### config.mk
export PLATFORM = sky130hd
export DESIGN_NAME = irq_track_bank
export DESIGN_NICKNAME = d
export VERILOG_FILES = /design/src/rtl/irq_state_pkg.sv /design/src/rtl/irq_sync.sv /design/src/rtl/irq_line_fsm.sv /design/src/rtl/irq_track_bank.sv
export SDC_FILE = /design/constraint.sdc
export NUM_CORES = 1
export LEC_CHECK = 0
export CORE_AREA = 5 5 49 59
export DETAILED_ROUTE_END_ITERATION = 12
export DIE_AREA = 0 0 54 64
export DONT_BUFFER_PORTS = 1
export GPL_ROUTABILITY_DRIVEN = 0
export SLEW_MARGIN = 30
export SYNTH_ARGS = -nofsm -noshare
export SYNTH_HDL_FRONTEND = slang
export SYNTH_HIERARCHICAL = 1
export SYNTH_SLANG_ARGS = --single-unit
### constraint.sdc
create_clock -name clk -period 0.9 [get_ports clk]
set_input_delay 0.045 -clock clk [delete_from_list [all_inputs] [get_ports clk]]
set_output_delay 0.045 -clock clk [all_outputs]
set_load 0.01 [all_outputs]
### src/rtl/irq_state_pkg.sv
package irq_state_pkg;

    typedef enum logic {
        TRIG_PULSE = 1'b0,
        TRIG_LEVEL = 1'b1
    } trig_e;

    typedef struct packed {
        logic act;
        logic pend;
    } line_st_t;

    localparam line_st_t ST_IDLE = '{act: 1'b0, pend: 1'b0};

    // Next state of one line from its current state and this cycle's events.
    function automatic line_st_t line_step(
        line_st_t cur,
        trig_e    mode,
        logic     sig,
        logic     rise,
        logic     enter,
        logic     ret,
        logic     clr
    );
        line_st_t nxt;
        nxt = cur;
        if (enter && cur.pend) begin
            nxt.act  = 1'b1;
            nxt.pend = (mode == TRIG_PULSE) ? rise : 1'b0;
        end else if (ret && cur.act) begin
            nxt.act  = 1'b0;
            nxt.pend = (mode == TRIG_LEVEL) ? sig : (cur.pend | rise);
        end else if (mode == TRIG_LEVEL) begin
            nxt.pend = (cur.pend && !(clr && !sig)) || (sig && !cur.act);
        end else begin
            nxt.pend = rise || (cur.pend && !clr);
        end
        return nxt;
    endfunction

endpackage

### src/rtl/irq_sync.sv
module irq_sync #(
    parameter int STAGES = 2
) (
    input  logic clk,
    input  logic rst,
    input  logic din,
    output logic sync_o,
    output logic rise_o
);
    logic [STAGES-1:0] chain;
    logic              prev;

    generate
        if (STAGES == 1) begin : g_one
            always_ff @(posedge clk) begin
                if (rst) chain <= '0;
                else     chain <= din;
            end
        end else begin : g_many
            always_ff @(posedge clk) begin
                if (rst) chain <= '0;
                else     chain <= {chain[STAGES-2:0], din};
            end
        end
    endgenerate

    always_ff @(posedge clk) begin
        if (rst) prev <= 1'b0;
        else     prev <= chain[STAGES-1];
    end

    assign sync_o = chain[STAGES-1];
    assign rise_o = chain[STAGES-1] & ~prev;
endmodule

### src/rtl/irq_line_fsm.sv
module irq_line_fsm
    import irq_state_pkg::*;
(
    input  logic clk,
    input  logic rst,
    input  logic level_sel,
    input  logic sig,
    input  logic rise,
    input  logic enter,
    input  logic ret,
    input  logic clr,
    output logic pend,
    output logic act
);
    line_st_t st_q, st_d;
    trig_e    mode;

    assign mode = level_sel ? TRIG_LEVEL : TRIG_PULSE;

    always_comb begin
        st_d = line_step(st_q, mode, sig, rise, enter, ret, clr);
    end

    always_ff @(posedge clk) begin
        if (rst) st_q <= ST_IDLE;
        else     st_q <= st_d;
    end

    assign pend = st_q.pend;
    assign act  = st_q.act;
endmodule

### src/rtl/irq_track_bank.sv
module irq_track_bank #(
    parameter int NL          = 4,
    parameter int SYNC_STAGES = 2
) (
    input  logic          clk,
    input  logic          rst,
    input  logic [NL-1:0] irq_raw,
    input  logic [NL-1:0] cfg_level,
    input  logic [NL-1:0] hnd_enter,
    input  logic [NL-1:0] hnd_return,
    input  logic [NL-1:0] clr_pend,
    output logic [NL-1:0] pend_o,
    output logic [NL-1:0] act_o
);
    logic [NL-1:0] sig_s;
    logic [NL-1:0] rise_s;

    generate
        for (genvar i = 0; i < NL; i++) begin : g_line
            irq_sync #(.STAGES(SYNC_STAGES)) u_sync (
                .clk    (clk),
                .rst    (rst),
                .din    (irq_raw[i]),
                .sync_o (sig_s[i]),
                .rise_o (rise_s[i])
            );
            irq_line_fsm u_fsm (
                .clk       (clk),
                .rst       (rst),
                .level_sel (cfg_level[i]),
                .sig       (sig_s[i]),
                .rise      (rise_s[i]),
                .enter     (hnd_enter[i]),
                .ret       (hnd_return[i]),
                .clr       (clr_pend[i]),
                .pend      (pend_o[i]),
                .act       (act_o[i])
            );
        end
    endgenerate
endmodule

==> results.md <==
- Status: complete, but fails checks
- Failing checks: negative hold slack
- Crit path DAT: 1070 ps
- Remaining antenna violation count: 0
- P_sw: 0.348 mW
- First-pass GRT wire length: 2880 µm
- Worst Hold End: g_line[2].u_fsm/act
- CP required: 1090 ps
- Placed cell count: 135
- Startpoint types: flip-flop
- Tcrit/Tclk final: 0.983
- R2r worst-path depth: 4
- CTS Buffer Depth: 2
- Crit Path Max Fanout: 5
- Critical path's largest stage delay: 380 ps
- Critical Path, Cell by Cell: nor2_4 > o21ai_2 > a22oi_1 > o21ai_1
- Post-synth cell types: 12
- Yosys top cell area share: 0.494
- Starting Density: 0.359
- Final Non-Filler Cells: 147
- CTS tree: yes
- Pwr per Cell Area: 1480 nW/µm²
- Via density: 4.77
- Root buf cell: clkbuf_4
- Mapped Avg Cell Area: 8.45 µm²
- Synth Instances: 96
- Global route overflow: 0
- Die area: 3460 µm²
- Number of setup buffers added after CTS: 0
- Clock Latency Late Sink: 290 ps
- Dpl hpwl: 1110 µm
- Row count: 19
- Max Cap Viol: 0
- Slew Limit Fails: 0
- Worst hold path depth: 1
- Number of global-route vias before repair: 739
- Worst IR Drop VDD: 0.000844 V
- Initial antenna violation count: 0
- Number of synthesized register bits: 20
- Layout cells sized above 1: 0.319
- Final WL: 1700 µm
- Tot Pwr: 1.61 mW
- Unrepaired setup endpoints after global routing: yes
- Final Skew: 0.412 ps
- Port Buffer Count: 0
- CP Class: flip-flop to flip-flop
- Drt first-iter violations: 7
- R2r setup slk: 10 ps
- Die height: 64 µm
- Critical-path top delay cell: dfxtp_4
- P&R area growth vs syn: 35.0%
- Final Critical Period: 885 ps
- Final number of hold-violating endpoints: 16
- Post-Syn Nets: 118
- Register area share after synthesis: 0.494
- CTS Sinks: 20
- Synthesized cell area: 811 µm²
- Cts hold-fix bufs: 8
- GRT Total Usage: 0.109
- Setup TNS: 0 ps
- Die width: 54 µm
- Hold Path Class: input pin to flip-flop
- Top area cells in the synthesized netlist: dfxtp_1 49%, nor2b_1 9.3%, o21ai_0 7.4%, nand2b_1 6.2%, nand2_1 5.6%
- Part of the power in combinational logic: 0.101
- Synth warn: 6
- ANT cells: 0
- Core area: 2260 µm²
- Slew headroom: 0.894
- Clk pwr share: 0.313
- CTS clk-pin slew, worst paths: 110 ps
- Cell Int Power: 1.27 mW
- CTS HTree Levels: 1
- Nature of the critical path endpoint: flip-flop
- Via count: 701
- Hold path startpoint: rst
- Area leader, netlist: dfxtp_1
- Tightest Pin Transition: 157 ps
- TritonCTS buffer count: 3
- # nets final: 139
- Pin count of the biggest net entering global routing: 25
- Initial DRT Pass Iterations: 3
- Final Setup Violations: 0
- Remaining DRCs: 0
- Wirelength per Cell: 11.6 µm
- I/O pins: 30
- Reg-to-reg endpoint: g_line[1].u_fsm/pend
- Sequential share of power: 0.586
- Leakage power figure: 0.408 nW
- Min Hold Slack: -202 ps
- F_max: 1130 MHz
- Sw Share: 0.216
- RR Startpoint: g_line[1].u_fsm/pend
==> placed cells by master, fill, tap and decap left out <==
cell / synthesis / layout
a22oi_2: 0 / 1
a22oi_1: 4 / 3
clkbuf_8: 0 / 1
a21oi_1: 4 / 4
dfxtp_2: 0 / 6
o21ai_1: 4 / 10
nor2_4: 0 / 2
dfxtp_4: 0 / 5
nor2_2: 0 / 2
o21ai_0: 12 / 2
nand2_2: 0 / 1
nor2_1: 8 / 4
dfxtp_1: 20 / 9
nand2b_1: 8 / 8
dlygate4sd3_1: 0 / 8
inv_1: 4 / 4
nor2b_2: 4 / 4
nand2_1: 12 / 11
buf_4: 0 / 8
clkbuf_4: 0 / 3
nor2b_1: 12 / 12
nand3b_1: 4 / 4
o21ai_2: 0 / 4
==> state kept, by name (all words and copies together), names as in the netlist <==
register	cells
g_line.u_fsm/act	4
g_line.u_fsm/pend	4
g_line.u_sync/chain	8
g_line.u_sync/prev	4
==> synth_stat cells <==
| cell type | count |
|---|---|
| a21oi_1 | 4 |
| a22oi_1 | 4 |
| dfxtp_1 | 20 |
| inv_1 | 4 |
| nand2_1 | 12 |
| nand2b_1 | 8 |
| nand3b_1 | 4 |
| nor2_1 | 8 |
| nor2b_1 | 12 |
| nor2b_2 | 4 |
| o21ai_0 | 12 |
| o21ai_1 | 4 |
==> layer usage <==
| layer | track usage | part of all wire | vias up |
|---|---|---|---|
| met5 | 0 | 0 | - |
| met4 | 0.0592 | 0.0094 | 0 |
| met3 | 0.0279 | 0.050 | 2 |
| met2 | 0.195 | 0.57 | 12 |
| met1 | 0.110 | 0.37 | 331 |
| li1 | - | - | 356 |
==> cells by family (layout without fill, tap and decap cells) <==
logic type | Yosys count | count (layout) | synth area share
and+or+nand+nor | 48 | 48 | 0.327
buffers and inverters | 4 | 24 | 0.0185
DFF | 20 | 20 | 0.494
AOI/OAI and AO/OA | 24 | 24 | 0.161
==> critical path, delay by kind of cell (launching register included) <==
family | cells | cell delay [ps]
and+or+nand+nor | 1 | 80
DFF | 1 | 380
AOI/OAI and AO/OA | 3 | 320
==> worst max path at each step <==
stage / start / endpoint / slack, ps / depth (start not counted)
detailed placement: g_line[3].u_fsm/pend / g_line[3].u_fsm/pend / 8 / 4
finish: g_line[1].u_fsm/pend / g_line[1].u_fsm/pend / 10 / 4
CTS: g_line[2].u_fsm/pend / g_line[2].u_fsm/pend / 9 / 4
global placement: g_line[1].u_fsm/pend / g_line[1].u_fsm/pend / 40 / 4
floorplan: g_line[0].u_fsm/pend / g_line[0].u_fsm/pend / 30 / 4
global route: g_line[1].u_fsm/pend / g_line[1].u_fsm/pend / -60 / 4
==> cell type report <==
class	instances	area (µm²)
fillers	226	1160
multi-input cells	72	438
flip-flops and latches	20	427
repair buffers	16	140
well taps	31	38.8
clock buffers	4	36.3
inverters	4	15.0
==> power by group through the flow <==
| stage | Combinational [mW] | Clock [mW] | Sequential [mW] |
|---|---|---|---|
| 6_report | 0.163 | 0.506 | 0.946 |
| 5_1_grt | 0.182 | 0.567 | 0.953 |
| 4_1_cts | 0.143 | 0.532 | 0.948 |
| 3_5_place_dp | 0.117 | 0 | 0.966 |
| 3_3_place_gp | 0.113 | 0 | 0.964 |
| 2_1_floorplan | 0.0774 | 0 | 0.969 |
==> through the flow <==
stage / setup slack [ps] / util / instance area (µm²)
finish: 14.9 / 0.485 / 1090
global route: -55.1 / 0.485 / 1090
CTS: 9.17 / 0.457 / 1030
detailed placement: 8.29 / 0.403 / 910
global placement: 37.7 / 0.403 / 910
floorplan: 33.3 / - / 811
==> repair_timing <==
action | 4_1_cts | 5_1_grt
gates resized for setup | 4 | 34
endpoints found under the hold margin | 20 | 16
pin swaps | 0 | 13
setup endpoints to repair | 5 | 7
Note: power is estimated with default switching activity, not from simulation.
